===== src/rtl/hz_pkg.sv =====
package hz_pkg;
   typedef enum logic [1:0] {
      FWD_RF    = 2'b00,
      FWD_EXMEM = 2'b01,
      FWD_MEMWB = 2'b10
   } fwd_sel_e;
endpackage


===== src/rtl/hz_src_fwd.sv =====
module hz_src_fwd
   import hz_pkg::*;
#(
   parameter int AW = 5
) (
   input  logic [AW-1:0] src,
   input  logic [AW-1:0] mem_rd,
   input  logic          mem_wen,
   input  logic [AW-1:0] wb_rd,
   input  logic          wb_wen,
   input  logic          hold_off_mem,
   output fwd_sel_e      sel
);
   localparam logic [AW-1:0] ZERO_REG = '0;

   logic hit_mem, hit_wb;

   assign hit_mem = mem_wen && (mem_rd == src) && (src != ZERO_REG);
   assign hit_wb  = wb_wen  && (wb_rd  == src) && (src != ZERO_REG);

   // The younger producer wins; a load value that is not ready yet is
   // replaced further down the pipe, so the register path is left in place.
   always_comb begin
      if (hit_mem)     sel = hold_off_mem ? FWD_RF : FWD_EXMEM;
      else if (hit_wb) sel = FWD_MEMWB;
      else             sel = FWD_RF;
   end
endmodule


===== src/rtl/hz_load_use.sv =====
module hz_load_use #(
   parameter int AW = 5
) (
   input  logic [AW-1:0] id_rs1,
   input  logic [AW-1:0] id_rs2,
   input  logic          id_use_rs1,
   input  logic          id_use_rs2,
   input  logic          id_is_store,
   input  logic [AW-1:0] ex_rd,
   input  logic          ex_wen,
   input  logic          ex_is_load,
   output logic          hazard
);
   localparam logic [AW-1:0] ZERO_REG = '0;

   logic producer_ok, need_1, need_2;

   assign producer_ok = ex_is_load && ex_wen && (ex_rd != ZERO_REG);
   assign need_1      = id_use_rs1 && (id_rs1 == ex_rd);
   // store data is patched in the memory stage, so it never waits
   assign need_2      = id_use_rs2 && !id_is_store && (id_rs2 == ex_rd);
   assign hazard      = producer_ok && (need_1 || need_2);
endmodule


===== src/rtl/hz_store_fwd.sv =====
module hz_store_fwd #(
   parameter int AW = 5
) (
   input  logic          clk,
   input  logic          rst_n,
   input  logic          ex_is_store,
   input  logic [AW-1:0] ex_rs2,
   input  logic [AW-1:0] mem_rd,
   input  logic          mem_wen,
   input  logic          mem_is_load,
   output logic          st_fwd
);
   localparam logic [AW-1:0] ZERO_REG = '0;

   logic st_fwd_d;

   assign st_fwd_d = ex_is_store && mem_is_load && mem_wen &&
                     (mem_rd == ex_rs2) && (ex_rs2 != ZERO_REG);

   always_ff @(posedge clk or negedge rst_n) begin
      if (!rst_n) st_fwd <= 1'b0;
      else        st_fwd <= st_fwd_d;
   end
endmodule


===== src/rtl/hz_fwd_unit.sv =====
module hz_fwd_unit
   import hz_pkg::*;
#(
   parameter int REG_ADDR_W    = 5,
   parameter bit RF_WRITE_FIRST = 1'b0
) (
   input  logic                  clk,
   input  logic                  rst_n,
   input  logic [REG_ADDR_W-1:0] id_rs1,
   input  logic [REG_ADDR_W-1:0] id_rs2,
   input  logic                  id_use_rs1,
   input  logic                  id_use_rs2,
   input  logic                  id_is_store,
   input  logic [REG_ADDR_W-1:0] ex_rs1,
   input  logic [REG_ADDR_W-1:0] ex_rs2,
   input  logic [REG_ADDR_W-1:0] ex_rd,
   input  logic                  ex_wen,
   input  logic                  ex_is_load,
   input  logic                  ex_is_store,
   input  logic [REG_ADDR_W-1:0] mem_rd,
   input  logic                  mem_wen,
   input  logic                  mem_is_load,
   input  logic [REG_ADDR_W-1:0] wb_rd,
   input  logic                  wb_wen,
   output logic [1:0]            fwd_a,
   output logic [1:0]            fwd_b,
   output logic                  st_data_fwd,
   output logic                  id_byp_a,
   output logic                  id_byp_b,
   output logic                  stall,
   output logic                  bubble
);
   localparam int NUM_SRC = 2;
   localparam logic [REG_ADDR_W-1:0] ZERO_REG = '0;

   if (REG_ADDR_W < 1 || REG_ADDR_W > 8) begin : g_bad_width
      $error("hz_fwd_unit: REG_ADDR_W must lie in 1..8");
   end

   logic [REG_ADDR_W-1:0] ex_src  [NUM_SRC];
   logic                  hold_off[NUM_SRC];
   fwd_sel_e              sel     [NUM_SRC];
   logic                  hazard;

   assign ex_src[0]   = ex_rs1;
   assign ex_src[1]   = ex_rs2;
   assign hold_off[0] = 1'b0;
   assign hold_off[1] = ex_is_store && mem_is_load;

   for (genvar i = 0; i < NUM_SRC; i++) begin : g_src
      hz_src_fwd #(.AW(REG_ADDR_W)) u_src (
         .src          (ex_src[i]),
         .mem_rd       (mem_rd),
         .mem_wen      (mem_wen),
         .wb_rd        (wb_rd),
         .wb_wen       (wb_wen),
         .hold_off_mem (hold_off[i]),
         .sel          (sel[i])
      );
   end

   assign fwd_a = sel[0];
   assign fwd_b = sel[1];

   hz_load_use #(.AW(REG_ADDR_W)) u_lu (
      .id_rs1      (id_rs1),
      .id_rs2      (id_rs2),
      .id_use_rs1  (id_use_rs1),
      .id_use_rs2  (id_use_rs2),
      .id_is_store (id_is_store),
      .ex_rd       (ex_rd),
      .ex_wen      (ex_wen),
      .ex_is_load  (ex_is_load),
      .hazard      (hazard)
   );

   assign stall  = hazard;
   assign bubble = hazard;

   hz_store_fwd #(.AW(REG_ADDR_W)) u_st (
      .clk         (clk),
      .rst_n       (rst_n),
      .ex_is_store (ex_is_store),
      .ex_rs2      (ex_rs2),
      .mem_rd      (mem_rd),
      .mem_wen     (mem_wen),
      .mem_is_load (mem_is_load),
      .st_fwd      (st_data_fwd)
   );

   if (RF_WRITE_FIRST) begin : g_rf_wf
      assign id_byp_a = 1'b0;
      assign id_byp_b = 1'b0;
   end else begin : g_rf_byp
      logic wb_live;
      assign wb_live  = wb_wen && (wb_rd != ZERO_REG);
      assign id_byp_a = wb_live && (wb_rd == id_rs1);
      assign id_byp_b = wb_live && (wb_rd == id_rs2);
   end
endmodule


===== config.mk =====
export PLATFORM = sky130hd
export DESIGN_NAME = hz_fwd_unit
export DESIGN_NICKNAME = d
export VERILOG_FILES = /design/src/rtl/hz_pkg.sv /design/src/rtl/hz_src_fwd.sv /design/src/rtl/hz_load_use.sv /design/src/rtl/hz_store_fwd.sv /design/src/rtl/hz_fwd_unit.sv
export SDC_FILE = /design/constraint.sdc
export NUM_CORES = 1
export LEC_CHECK = 0
export BUFFER_PORTS_ARGS = -buffer_cell sky130_fd_sc_hd__buf_2
export CORE_MARGIN = 4
export CORE_UTILIZATION = 37
export DETAILED_ROUTE_END_ITERATION = 10
export HOLD_SLACK_MARGIN = 0.03
export PLACE_DENSITY = 0.79
export SLEW_MARGIN = 15
export SYNTH_ARGS = -nofsm -noshare
export SYNTH_HDL_FRONTEND = slang
export SYNTH_SLANG_ARGS = --single-unit

===== constraint.sdc =====
create_clock -name clk -period 1.4 [get_ports clk]
set_input_delay 0.14 -clock clk [delete_from_list [all_inputs] [get_ports clk]]
set_output_delay 0.14 -clock clk [all_outputs]
set_load 0.005 [all_outputs]

==> flow_metrics.py <==
metrics = {
    "outcome": {
        "status": "complete, but fails checks",
        "violations": "negative setup slack",
    },
    "synth": {
        "yosysSeqAreaShare_pct": 3.96,
        "postSynthCellCount": 77,
        "synth_area_per_cell_sq_um": 8.21,
        "ys_seq_elements": 1,
        "synth_nets": 123,
        "synth_cell_types": 19,
        "yosys_warnings": 0,
        "synthesis.area_sq_um": 632,
    },
    "routing": {
        "drt_first_pass_iters": 3,
        "wl_microns": 2080,
        "remaining_drc_errors": 0,
        "wire_per_inst_microns": 13.4,
        "via_count": 773,
        "drt-initial-drc-count": 4,
        "final_antenna_net_count": 0,
        "via_per_inst": 4.99,
    },
    "finish": {
        "layout-drive-gt1-share_pct": 56.8,
        "area_growth_pct": 65.1,
        "final_cell_mix": "buf_2 (52), xnor2_1 (24), xor2_1 (16)",
        "regArea_sq_um": 25.0,
        "fillers": 134,
        "largest_reg_flops": 1,
        "fin_util_pct": 66.9,
        "mostFrequentLayoutCell": "buf_2",
        "antenna_cells": 0,
        "num-nets-final": 187,
        "largest_registers": "u_st.st_fwd (1)",
        "multi_input_area_sq_um": 597,
        "largest-register": "u_st.st_fwd",
    },
    "setup_path": {
        "end_kind": "output pin",
        "worstSetupStartpointType": "input port",
        "critPathArrivalTime_ps": 1380,
        "required_ps": 1260,
        "worst-path-max-fanout": 2,
        "path_class": "in2out",
    },
    "timing": {
        "hold_viol": 0,
        "maxSlewHeadroom_pct": 76.9,
        "rsz0062_at_grt": "yes",
        "worst-slew-pin-transition_ps": 343,
        "holdWs_ps": 446,
        "slew_viol_final": 0,
        "fmaxAchievable_mhz": 659,
        "period_needed_ps": 1520,
        "period_share_pct": 108,
        "post-route-worst-setup-slack_ps": -118,
        "finalSetupViolCount": 3,
    },
    "pwr": {
        "leakagePower_nw": 0.476,
        "p_seq_share_pct": 9.6,
        "powerDensity_nw_per_um2": 296,
        "p_comb_share_pct": 90.4,
        "switching_power_w": 0.000129,
        "peakVddDrop_mv": 0.155,
        "p_int_w": 0.000180,
        "clkPwrFrac_pct": 0,
        "switching_share_pct": 41.8,
    },
    "floorplan": {
        "initial_core_util_pct": 40.5,
        "std_cell_rows": 14,
        "die-area_sq_um": 2430,
        "core_sq_um": 1560,
        "dieWidth_microns": 49.3,
        "ios": 55,
        "fp.dieH_microns": 49.3,
    },
    "global_route": {
        "grt_pass1_vias": 852,
        "grt_pass1_wl_microns": 3400,
        "grt-ovfl-total": 0,
        "grt_max_degree": 6,
        "antenna_found_initial": 0,
        "track_usage_pct": 16.7,
    },
    "clock_network": {
        "clkTransAtPathRegs_ps": 0,
    },
    "placement": {
        "gp_congestion": 0.823,
        "place_hpwl_microns": 1900,
        "port_buffers": 54,
    },
    "hold_path": {
        "hp-class": "in2async",
    },
    "flow_run": {
        "max_cap_violations": 0,
    },
}
## through the flow
step	cell area [sq um]	power, W	instances	TNS, ps	worst slack (ps)
3_3_place_gp	986	0.000283	153	-236	-92.7
2_1_floorplan	632	0.000159	77	0	154
3_5_place_dp	986	0.000295	153	-339	-142
6_report	1040	0.000309	155	-290	-118
4_1_cts	1030	0.000307	155	-342	-142
5_1_grt	1040	0.000334	155	-595	-224
## synthesized netlist by cell type
cell      number  area [sq um]
xnor2_1       24           210
xor2_1        16           140
clkbuf_1       5          18.8
nand4_1        4          25.0
nor4_1         4          25.0
nor4_2         4          50.1
nand3_1        3          15.0
buf_4          2          15.0
nand2_1        2          7.51
nor2_4         2          22.5
or4_1          2          15.0
or4_4          2          22.5
a21boi_0       1          7.51
a21oi_1        1          5.00
and3_1         1          6.26
dfrtp_1        1          25.0
nand4b_1       1          8.76
o211ai_1       1          7.51
o21ai_1        1          5.00
## critical path, cell delays in order
cell and delay (ps):
buf_2 110, or4_4 540, nor2_4 110, nor4_2 70, nor4_2 260, buf_2 150
## cell families (layout without fill, tap and decap cells)
logic type	after synthesis	count (layout)	synth area share [%]
DFF	1	1	3.96
buffers and inverters	7	69	5.35
AOI/OAI and AO/OA	4	4	3.96
and+or+nand+nor	25	25	31.3
xor gates and xnor gates	40	40	55.4
## power by group through the flow
| stage | registers (W) | clock network (W) | logic, W |
|---|---|---|---|
| 3_5_place_dp | 0.0000296 | 0 | 0.000265 |
| 5_1_grt | 0.0000296 | 0 | 0.000305 |
| 3_3_place_gp | 0.0000296 | 0 | 0.000254 |
| 6_report | 0.0000296 | 0 | 0.000279 |
| 4_1_cts | 0.0000296 | 0 | 0.000277 |
| 2_1_floorplan | 0.0000296 | 0 | 0.000129 |
## cell type report
type	count	share of cell area (%)
well taps	16	1.92
flip-flops and latches	1	2.40
repair buffers	69	38.5
multi-input cells	69	57.2
## layer usage
| metal | vias up | wire length, microns | global-route usage, % |
|---|---|---|---|
| li1 | 395 | - | - |
| met1 | 343 | 784 | 18.4 |
| met2 | 35 | 1110 | 33.5 |
| met3 | 0 | 181 | 3.36 |
| met4 | 0 | 0 | 0.948 |
| met5 | - | 0 | 0 |
## timing repair
item	4_1_cts	5_1_grt
buffers inserted	1	0
hold buffers	1	0
pin swaps	0	1
cloned	0	0
endpoints found under the setup margin	5	7
gates resized for setup	5	3
endpoints found under the hold margin	1	0
## worst paths after layout
kind | to | from
setup / recovery | fwd_a[1] | ex_rs1[1]
min in group clk | u_st.st_fwd$_DFF_PN0_ | mem_is_load
hold / removal | u_st.st_fwd$_DFF_PN0_ | rst_n
max in group asynchronous | u_st.st_fwd$_DFF_PN0_ | rst_n
No activity file was read; power rests on OpenSTA's default activity.
